### config.mk
export PLATFORM = sky130hd
export DESIGN_NAME = fr_raster_stripper
export DESIGN_NICKNAME = d
export VERILOG_FILES = /design/src/rtl/fr_strip_pkg.sv /design/src/rtl/fr_lane_decode.sv /design/src/rtl/fr_lane_packer.sv /design/src/rtl/fr_sof_hold.sv /design/src/rtl/fr_raster_stripper.sv
export SDC_FILE = /design/constraint.sdc
export NUM_CORES = 1
export LEC_CHECK = 0
export ABC_AREA = 0
export BUFFER_PORTS_ARGS = -buffer_cell sky130_fd_sc_hd__buf_2
export CAP_MARGIN = 20
export CORE_ASPECT_RATIO = 1.4
export CORE_UTILIZATION = 58
export DETAILED_ROUTE_END_ITERATION = 12
export MAX_ROUTING_LAYER = met4
export PLACE_DENSITY_LB_ADDON = 0.08
export SLEW_MARGIN = 25
export SYNTH_ARGS = -nofsm -noshare
export SYNTH_HDL_FRONTEND = slang
export SYNTH_SLANG_ARGS = --single-unit
### constraint.sdc
create_clock -name clk -period 4.3 [get_ports clk]
set_clock_uncertainty 0.2 [all_clocks]
set_input_delay 0.215 -clock clk [delete_from_list [all_inputs] [get_ports clk]]
set_output_delay 0.215 -clock clk [all_outputs]
set_load 0.1 [all_outputs]
### src/rtl/fr_strip_pkg.sv
package fr_strip_pkg;

  // What an accepted input beat does to the output side.
  typedef enum logic [1:0] {
    BK_IDLE  = 2'd0,  // nothing visible, carry empty: no output
    BK_HOLD  = 2'd1,  // visible pixels absorbed, not yet a full beat
    BK_PACK  = 2'd2,  // a full packed beat leaves
    BK_FLUSH = 2'd3   // carry tail leaves, zero padded
  } beat_kind_e;

endpackage

### src/rtl/fr_lane_decode.sv
module fr_lane_decode #(
  parameter int LANES = 4,
  parameter int PIX_W = 8,
  localparam int SLOT_W = PIX_W + 1,
  localparam int IDX_W  = (LANES > 1) ? $clog2(LANES) : 1,
  localparam int CNT_W  = $clog2(2 * LANES + 1)
) (
  input  logic [LANES*SLOT_W-1:0] raw_data,
  input  logic                    blank_mark,
  output logic [LANES*PIX_W-1:0]  pix_vec,
  output logic [IDX_W-1:0]        vis_start,
  output logic [CNT_W-1:0]        vis_count
);

  logic [LANES-1:0] vis_mask;

  // Lowest visible lane, 0 when none is visible.
  function automatic logic [IDX_W-1:0] lowest_lane(input logic [LANES-1:0] m);
    logic [IDX_W-1:0] r;
    r = '0;
    for (int k = LANES - 1; k >= 0; k--) begin
      if (m[k]) r = IDX_W'(k);
    end
    return r;
  endfunction

  function automatic logic [CNT_W-1:0] lane_total(input logic [LANES-1:0] m);
    logic [CNT_W-1:0] c;
    c = '0;
    for (int k = 0; k < LANES; k++) c = c + CNT_W'(m[k]);
    return c;
  endfunction

  // Split each slot into pixel and flag; a field-start beat carries no pixels.
  for (genvar g = 0; g < LANES; g++) begin : g_slot
    assign pix_vec[g*PIX_W +: PIX_W] = raw_data[g*SLOT_W +: PIX_W];
    assign vis_mask[g] = raw_data[g*SLOT_W + PIX_W] & ~blank_mark;
  end

  assign vis_start = lowest_lane(vis_mask);
  assign vis_count = lane_total(vis_mask);

endmodule

### src/rtl/fr_lane_packer.sv
module fr_lane_packer #(
  parameter int LANES = 4,
  parameter int PIX_W = 8,
  localparam int IDX_W = (LANES > 1) ? $clog2(LANES) : 1,
  localparam int CNT_W = $clog2(2 * LANES + 1),
  localparam int BEAT_W = LANES * PIX_W,
  localparam int WIDE_W = 2 * BEAT_W
) (
  input  logic [BEAT_W-1:0] carry_vec,
  input  logic [CNT_W-1:0]  carry_cnt,
  input  logic [BEAT_W-1:0] pix_vec,
  input  logic [IDX_W-1:0]  vis_start,
  input  logic [CNT_W-1:0]  vis_count,
  output logic [WIDE_W-1:0] merged,
  output logic [CNT_W-1:0]  merged_cnt
);

  logic [WIDE_W-1:0] aligned;
  logic [WIDE_W-1:0] placed;

  // Shift distances in bits, kept as functions so a model can restate them.
  function automatic int drop_bits(input logic [IDX_W-1:0] s);
    return int'(s) * PIX_W;
  endfunction

  function automatic int append_bits(input logic [CNT_W-1:0] c);
    return int'(c) * PIX_W;
  endfunction

  always_comb begin
    // Move the first visible lane down to lane 0 and drop the lanes above the run.
    aligned = WIDE_W'(pix_vec) >> drop_bits(vis_start);
    for (int j = 0; j < LANES; j++) begin
      if (j >= int'(vis_count)) aligned[j*PIX_W +: PIX_W] = '0;
    end
    // Put the new pixels right after the carried ones.
    placed = aligned << append_bits(carry_cnt);
    merged = WIDE_W'(carry_vec) | placed;
  end

  assign merged_cnt = carry_cnt + vis_count;

endmodule

### src/rtl/fr_sof_hold.sv
module fr_sof_hold (
  input  logic clk,
  input  logic rst_n,
  input  logic take,        // input beat accepted
  input  logic field_start, // accepted beat opens a field
  input  logic beat_out,    // accepted beat produces an output beat
  output logic sof_pend
);

  always_ff @(posedge clk or negedge rst_n) begin
    if (!rst_n) begin
      sof_pend <= 1'b0;
    end else if (take && field_start) begin
      sof_pend <= 1'b1;
    end else if (take && beat_out) begin
      sof_pend <= 1'b0;
    end
  end

  assert_sof_set_R4: assert property (@(posedge clk) disable iff (!rst_n)
    (take && field_start) |=> sof_pend);

  assert_sof_clear_R5: assert property (@(posedge clk) disable iff (!rst_n)
    (take && beat_out && !field_start) |=> !sof_pend);

  assert_sof_keep_R9: assert property (@(posedge clk) disable iff (!rst_n)
    !take |=> $stable(sof_pend));

endmodule

### src/rtl/fr_raster_stripper.sv
module fr_raster_stripper
  import fr_strip_pkg::*;
#(
  parameter int PIXELS_PER_CLK = 4,
  parameter int BITS_PER_PIXEL = 8,
  localparam int SLOT_W = BITS_PER_PIXEL + 1,
  localparam int IDX_W  = (PIXELS_PER_CLK > 1) ? $clog2(PIXELS_PER_CLK) : 1,
  localparam int CNT_W  = $clog2(2 * PIXELS_PER_CLK + 1),
  localparam int BEAT_W = PIXELS_PER_CLK * BITS_PER_PIXEL,
  localparam int WIDE_W = 2 * BEAT_W
) (
  input  logic                               clk,
  input  logic                               rst_n,
  input  logic                               in_tvalid,
  output logic                               in_tready,
  input  logic [PIXELS_PER_CLK*SLOT_W-1:0]   in_tdata,
  input  logic                               in_tuser,
  output logic                               out_tvalid,
  input  logic                               out_tready,
  output logic [BEAT_W-1:0]                  out_tdata,
  output logic                               out_tuser
);

  logic [BEAT_W-1:0] pix_vec;
  logic [IDX_W-1:0]  vis_start;
  logic [CNT_W-1:0]  vis_count;
  logic [BEAT_W-1:0] carry_vec;
  logic [CNT_W-1:0]  carry_cnt;
  logic [WIDE_W-1:0] merged;
  logic [CNT_W-1:0]  merged_cnt;
  logic              sof_pend;
  beat_kind_e        kind;

  // Named events for the checks below.
  logic take;
  logic emits;
  logic full_beat;

  fr_lane_decode #(.LANES(PIXELS_PER_CLK), .PIX_W(BITS_PER_PIXEL)) decode_i (
    .raw_data   (in_tdata),
    .blank_mark (in_tuser),
    .pix_vec    (pix_vec),
    .vis_start  (vis_start),
    .vis_count  (vis_count)
  );

  fr_lane_packer #(.LANES(PIXELS_PER_CLK), .PIX_W(BITS_PER_PIXEL)) packer_i (
    .carry_vec  (carry_vec),
    .carry_cnt  (carry_cnt),
    .pix_vec    (pix_vec),
    .vis_start  (vis_start),
    .vis_count  (vis_count),
    .merged     (merged),
    .merged_cnt (merged_cnt)
  );

  assign full_beat = merged_cnt >= CNT_W'(PIXELS_PER_CLK);

  always_comb begin
    if (vis_count != '0) begin
      kind = full_beat ? BK_PACK : BK_HOLD;
    end else begin
      kind = (carry_cnt != '0) ? BK_FLUSH : BK_IDLE;
    end
  end

  assign emits      = (kind == BK_PACK) || (kind == BK_FLUSH);
  assign in_tready  = out_tready;
  assign take       = in_tvalid && out_tready;
  assign out_tvalid = in_tvalid && emits;
  assign out_tdata  = merged[BEAT_W-1:0];
  assign out_tuser  = out_tvalid && sof_pend;

  fr_sof_hold sof_i (
    .clk         (clk),
    .rst_n       (rst_n),
    .take        (take),
    .field_start (in_tuser),
    .beat_out    (emits),
    .sof_pend    (sof_pend)
  );

  always_ff @(posedge clk or negedge rst_n) begin
    if (!rst_n) begin
      carry_vec <= '0;
      carry_cnt <= '0;
    end else if (take) begin
      unique case (kind)
        BK_PACK: begin
          carry_vec <= merged[WIDE_W-1 -: BEAT_W];
          carry_cnt <= merged_cnt - CNT_W'(PIXELS_PER_CLK);
        end
        BK_HOLD: begin
          carry_vec <= merged[BEAT_W-1:0];
          carry_cnt <= merged_cnt;
        end
        BK_FLUSH: begin
          carry_vec <= '0;
          carry_cnt <= '0;
        end
        default: begin
          carry_vec <= carry_vec;
          carry_cnt <= carry_cnt;
        end
      endcase
    end
  end

  assert_carry_bound_R7: assert property (@(posedge clk) disable iff (!rst_n)
    take |=> (carry_cnt < CNT_W'(PIXELS_PER_CLK)));

  assert_flush_empty_R8: assert property (@(posedge clk) disable iff (!rst_n)
    (take && kind == BK_FLUSH) |=> (carry_cnt == '0));

  assert_field_aligned_R6: assert property (@(posedge clk) disable iff (!rst_n)
    (take && in_tuser) |=> (carry_cnt == '0));

  assert_stall_hold_R9: assert property (@(posedge clk) disable iff (!rst_n)
    !take |=> ($stable(carry_cnt) && $stable(carry_vec)));

  assert_valid_gate_R10: assert property (@(posedge clk) disable iff (!rst_n)
    out_tvalid |-> in_tvalid);

  assert_tail_no_mark_R11: assert property (@(posedge clk) disable iff (!rst_n)
    (take && kind == BK_FLUSH && in_tuser) |=> sof_pend);

endmodule

==> results of run 1 <==
-- final cells by class --
cell class,count,share of cell area (%)
timing repair buffer,93,11.89
tap,95,2.466
multi-input combinational,425,63.64
inverter,13,1.012
clock buffer,7,1.791
sequential,37,19.21
-- worst max-delay path: stages --
cell,delay (ps)
buf_2,150
nor2b_1,140
ha_1,280
inv_1,50
fa_1,380
inv_1,70
ha_1,280
and3b_1,270
a2111oi_2,450
a21oi_1,160
o221ai_1,340
a221o_1,250
buf_2,430
-- layout by cell type, fill, tap and decap left out, types with 6 or more instances in the layout --
cell type,netlist,routed
buf_2,15,71
nand2_1,49,49
nor2_1,42,42
dfrtp_1,37,37
a21oi_1,33,33
o221ai_1,26,26
mux2i_1,23,23
o21ai_0,25,21
buf_4,6,17
o22ai_1,16,16
a21o_1,15,15
inv_1,12,12
a221o_1,12,12
a2bb2oi_1,11,11
nand3_1,11,11
nor2b_1,9,9
ha_1,8,8
a21boi_0,7,7
a222oi_1,6,6
and3_1,6,6
o21bai_1,6,6
o211ai_1,6,6
o21ai_1,2,6
clkbuf_8,0,6
-- per-stage QoR --
step	util (%)	area, µm²	hold slack, ps
floorplan	-	4249	-280.6
global placement	67.24	4725	166.6
detailed placement	67.24	4725	173.7
CTS	68.61	4821	103.6
global route	68.61	4821	122.7
finish	68.61	4821	104.6
-- worst paths after layout --
check,endpoint,depth (start not counted),start
max in group asynchronous,carry_vec[15],2,rst_n
worst min register to register,carry_vec[15],2,carry_vec[15]
worst max-delay path,out_tdata[16],13,in_tdata[8]
worst max register to register,carry_vec[8],9,carry_cnt[1]
worst min-delay path,sof_i.sof_pend,2,in_tuser
min in group asynchronous,carry_cnt[2],2,rst_n
-- cells in the mapped netlist (4+ instances only) --
library cell	count	share of area, %
a211o_1	4	0.82
or3_1	4	0.59
o221a_2	4	1.1
mux2i_1	23	5.4
a22o_1	4	0.82
o22a_1	4	0.82
a221oi_1	4	0.82
o21ai_0	25	2.9
dfrtp_1	37	22
and3_1	6	0.88
o221ai_1	26	5.4
nand3_1	11	1.3
a21o_1	15	2.7
clkbuf_1	18	1.6
a2bb2oi_1	11	2.3
o211ai_1	6	1.1
buf_4	6	1.1
o21bai_1	6	1.1
a21boi_0	7	1.2
inv_1	12	1.1
ha_1	8	2.4
or4_1	4	0.71
a21oi_1	33	3.9
a221oi_2	4	1.4
nor3_1	5	0.59
nand2_1	49	4.3
a221o_1	12	2.8
nand2b_1	4	0.59
o22ai_1	16	2.4
a222oi_1	6	1.4
and2_1	4	0.59
buf_2	15	1.8
nor2_1	42	3.7
nor2b_1	9	1.3
-- cell families after synthesis --
logic type,after synthesis,share of synthesized area [%]
compound gates,224,41.34
buf+inv,55,6.007
xor+xnor,2,0.4123
fa+ha+maj,10,3.298
simple gates,163,20.73
flops,37,21.79
mux,26,6.419
-- power groups by stage --
stage | logic (mW) | registers [mW] | clock network (mW)
after floorplan | 2.16 | 0.519 | 0
after global placement | 2.62 | 0.557 | 0
after detailed placement | 2.65 | 0.560 | 0
after CTS | 2.66 | 0.553 | 0.262
after global routing | 2.80 | 0.569 | 0.275
final | 2.69 | 0.557 | 0.259
-- state kept, by name, indices dropped and copies added, names as in the netlist --
| register | cells |
|---|---|
| carry_vec | 32 |
| carry_cnt | 4 |
| sof_i.sof_pend | 1 |
-- metal layers --
| layer | global-route usage, % | up-vias |
|---|---|---|
| li1 | - | 2147 |
| met1 | 51.16 | 2255 |
| met2 | 64.48 | 357 |
| met3 | 6.298 | 67 |
| met4 | 18.29 | 0 |
| met5 | - | - |
==> flow_metrics.tcl, run 1 <==
set metrics [dict create \
    final_period_minus_worst_setup_slack_ps 3888 \
    dp.cells 662 \
    worst-path-max-fanout 7 \
    power.share.clock_pct 7.4 \
    dp_hpwl_um 11290 \
    worst-slew-pin-transition_ps 925.4 \
    worstPathRequired_ps 3880 \
    post_cts_resized 0 \
    rows 36 \
    routed_wl_um 14930 \
    clock_sinks 37 \
    crit_arrival_ps 3470 \
    num_antenna_cells 0 \
    cts_hold_repair.buffers 1 \
    synth.cell_area_um2 4249 \
    power_leakage_nw 2.177 \
    synth_ff_type "dfrtp_1" \
    fmax_mhz 257.2 \
    first_global_vias 4502 \
    synth-edff-count 0 \
    area.growth.synth_to_final_pct 13.46 \
    yosysSeqAreaShare_pct 21.79 \
    top_level_ports 76 \
    power_density_nw_per_um2 727.8 \
    final_max_slew_viol_count 0 \
    global_placer_s_final_weighted_congestion 1.004 \
    crit_type "input pin to output pin" \
    intPower_mw 1.218 \
    antenna_left 0 \
    final_setup_viols 0 \
    synth.lib_cells_used.distinct 87 \
    post_synth_inst_count 517 \
    clock_tree.buffer_depth 2 \
    min_path_type "input pin to flip-flop" \
    timing.setup.tns_ps 0 \
    max_cap_viol_count 0 \
    seqPwrFrac_pct 15.9 \
    dp_slack_ps 194.0 \
    cts_inserted_buffers 5 \
    unrepaired_setup_endpoints_after_global_routing "no" \
    clk_pin_slew_ps 80 \
    max_slew_margin_pct 38.30 \
    global_route.overflow_total 0 \
    die_boundary_width_um 74.34 \
    final_cells 670 \
    wl_met3_um 1445 \
    core_area_um2 7027 \
    detail_route.drc_violations 0 \
    drive_gt1_share_pct 24.70 \
    root_buffer "clkbuf_8" \
    nNetsFinal 626 \
    h-tree-depth 2 \
    cts_tree "done" \
    synth_seq_cells 37 \
    slack_of_the_worst_reg_to_reg_path_ps 930 \
    dieHeight_um 103.3 \
    worst_slack_ps 412.3 \
    timing.final.crit_share_pct 90.41 \
    routed_wire_per_std_cell_um 22.29 \
    drt_first_pass_iters 6 \
    io_buffer_count 75 \
    n_fill_cell 620 \
    netSwitchingFraction_pct 65.28 \
    irDropWorstVdd_mv 0.7087 \
    syn-mean-instance-area_um2 8.219 \
    synthesis.yosys.warnings 0 \
    synthesis.nets 568 \
    grt_max_degree 38 \
    seq_area_um2 925.9 \
    clock_network_latency_to_the_later_pin_of_the_worst_skew_pair_ps 300 \
    antenna_found_initial 0 \
    grt_pass1_wl_um 22820 \
    detailroute.via_count 4826 \
    start_util_pct 60.47 \
    met1Wirelength_um 5875 \
    net_switching_mw 2.290 \
    globalRouteTotalUtil_pct 40.73 \
    start_kind "input pin" \
    buffers_inserted_during_post_cts_setup_optimization 0 \
    async_flop_share_pct 100.0 \
    worstSetupEndpointType "output pin" \
    die-area_um2 7677 \
    finalHoldViolCount 0 \
    detail_route.iter0.violations 555 \
    combPwrFrac_pct 76.8 \
    top_layer_used "met4" \
    power_mw 3.508 \
    multi_input_comb_area_um2 3068 \
    run_status "completed" \
    viasPerCell 7.203 \
    routed-wl-met2_um 7045 \
]
Note: power is estimated with default switching activity, not from simulation.
==> inputs of run 2 (changes only) <==
SYNTH_HIERARCHICAL = 1   (was not set)
==> run 2 against run 1 <==
Compared with the run above: non-clock buffer count fell by 4; critical path type unchanged; sequential share of layout area grew 0.42 points; worst setup slack gained 340 ps; synthesized cell count decreased by 1.9%; first-iteration DRC count shrank 23%; sequential cell count did not move; register-to-register slack better by 370 ps; die area is 4.5% higher; hold slack got worse by 15 ps; synthesized area is 4.7% higher.
==> flow_metrics.tcl, run 2 <==
set metrics [dict create \
    portion_of_synthesized_cell_area_occupied_by_the_leading_cell_type_pct 20.82 \
    core_area_um2 7407 \
    clock_network_latency_to_the_later_pin_of_the_worst_skew_pair_ps 290 \
    start_kind "input pin" \
    detailroute.via_count 4252 \
    path_common_cell "ha_1" \
    final_max_slew_viol_count 0 \
    netlist_top_cells_area "dfrtp_1 (21%), mux2i_1 (7.2%), buf_4 (6.4%)" \
    leading_cell_type_by_number_of_instances_after_synthesis "buf_4" \
    worstSetupEndpointType "output pin" \
    crit_family "adder cells" \
    final_period_minus_worst_setup_slack_ps 3544 \
    detail_route.drc_violations 0 \
    worstPathCellList "buf_2 > xnor3_1 > nor2_1 > ha_1 > ha_1 > ha_1 > a21o_1 > a21oi_1 > xnor2_1 > inv_1 > ha_2 > inv_1 > mux2_4 > and3_1 > buf_2" \
    layout_commonest_cell "buf_2" \
    yosysTopAreaCell "dfrtp_1" \
    async_flop_share_pct 100.0 \
    run_status "completed" \
    dp_hpwl_um 9483 \
    max_slew_margin_pct 51.98 \
    post_synth_inst_count 507 \
    drive_gt1_share_pct 27.50 \
    h-tree-depth 2 \
    synthesis.nets 555 \
    antenna_left 0 \
    crit_path_max_incr_delay_ps 420 \
    finalHoldViolCount 0 \
    root_buffer "clkbuf_8" \
    detail_route.iter0.violations 429 \
    routed_wire_per_std_cell_um 21.65 \
    cts_tree "done" \
    worst-slew-pin-transition_ps 717.2 \
    cts_inserted_buffers 5 \
    global_placer_s_final_weighted_congestion 0.9406 \
    dieHeight_um 105.6 \
    viasPerCell 6.771 \
    globalRouteTotalUtil_pct 35.38 \
    worst-path-max-fanout 6 \
    timing.setup.tns_ps 0 \
    syn-mean-instance-area_um2 8.771 \
    fin_hold_ws_ps 89.44 \
    layout_common_cells "buf_2 (73), dfrtp_1 (37), a21oi_1 (34)" \
    rows 37 \
    grt_pass1_wl_um 21750 \
    yosysSeqAreaShare_pct 20.82 \
    start_util_pct 60.03 \
    first_global_vias 3990 \
    registers.top_by_ff_count "carry_vec" \
    post_cts_resized 0 \
    min_path_type "input pin to flip-flop" \
    synth.lib_cells_used.distinct 60 \
    antenna_found_initial 0 \
    area.growth.synth_to_final_pct 6.078 \
    synth_seq_cells 37 \
    io_buffer_count 75 \
    largest_reg_flops 32 \
    crit_arrival_ps 3130 \
    grt_max_degree 38 \
    fmax_mhz 282.2 \
    clock_sinks 37 \
    global_route.overflow_total 0 \
    drt_first_pass_iters 5 \
    synth_top_cells_by_count "buf_4 (38), dfrtp_1 (37), a21oi_1 (34), mux2i_1 (32), nand2_1 (29)" \
    synthesis.yosys.warnings 6 \
    die_boundary_width_um 76 \
    synth.cell_area_um2 4447 \
    clk_pin_slew_ps 90 \
    n_fill_cell 647 \
    layout_top_registers "carry_vec: 32 flops, carry_cnt: 4 flops, sof_i/sof_pend: 1 flops" \
    clock_tree.buffer_depth 2 \
    final_setup_viols 0 \
    crit_path_top_delay_cell "buf_2" \
    max_cap_viol_count 0 \
    unrepaired_setup_endpoints_after_global_routing "no" \
    nNetsFinal 578 \
    num_antenna_cells 0 \
    worstPathRequired_ps 3880 \
    path_buf_inv 4 \
    synth-edff-count 0 \
    top_level_ports 76 \
    timing.final.crit_share_pct 82.41 \
    synth_ff_type "dfrtp_1" \
    crit_type "input pin to output pin" \
    routed_wl_um 13600 \
    die-area_um2 8026 \
]
[run 2: metal layers]
metal / wire (µm) / global-route usage, % / vias to the layer above
li1: - / - / 1974
met1: 6116 / 48.74 / 2051
met2: 6329 / 56.04 / 208
met3: 972 / 3.723 / 19
met4: 178 / 8.379 / 0
met5: 0 / - / -
[run 2: logic make-up (layout without fill, tap and decap cells)]
kind of cell	after synthesis	count (layout)	share of synthesized area (%)
simple gates	134	134	16.46
other cells	1	1	0.08433
buf+inv	90	114	12.41
fa+ha+maj	7	7	2.138
flops	37	37	20.82
mux	49	49	13.62
compound gates	184	184	33.17
xor+xnor	5	5	1.294
[run 2: through the flow]
stage	cell area [µm²]	instances	worst slack [ps]	utilization [%]
global placement	4584	619	808.9	61.89
floorplan	4454	507	2.944	-
detailed placement	4584	619	758.4	61.89
finish	4717	628	756.4	63.68
CTS	4715	628	752.6	63.65
global route	4717	628	567.5	63.68
[run 2: what timing repair did]
action | in CTS | in global routing
hold buffers | 1 | 0
endpoints found under the hold margin | 37 | 0
setup buffers | 0 | 0
[run 2: cell type report]
type | instances | area [µm²] | area share [%]
timing repair buffer | 89 | 500.5 | 10.61
clock inverter | 2 | 37.54 | 0.7958
multi-input combinational | 380 | 2985 | 63.29
sequential | 37 | 925.9 | 19.63
inverter | 17 | 63.81 | 1.353
clock buffer | 6 | 82.58 | 1.751
tap | 97 | 121.4 | 2.573
[run 2: final timing paths]
kind / from / to / slack [ps] / depth (start not counted)
max in group asynchronous: rst_n / carry_vec[31] / 3310 / 2
setup reg to reg: carry_cnt[1] / carry_vec[3] / 1300 / 7
min in group asynchronous: rst_n / carry_vec[2] / 220 / 2
hold / removal: in_tuser / sof_i/sof_pend / 90 / 2
setup / recovery: in_tdata[8] / out_tuser / 760 / 15
hold reg to reg: carry_vec[11] / carry_vec[11] / 290 / 1
Power of run 2 is not shown: default switching activity piles up to over one toggle a cycle in this logic, so the estimate is an artifact.
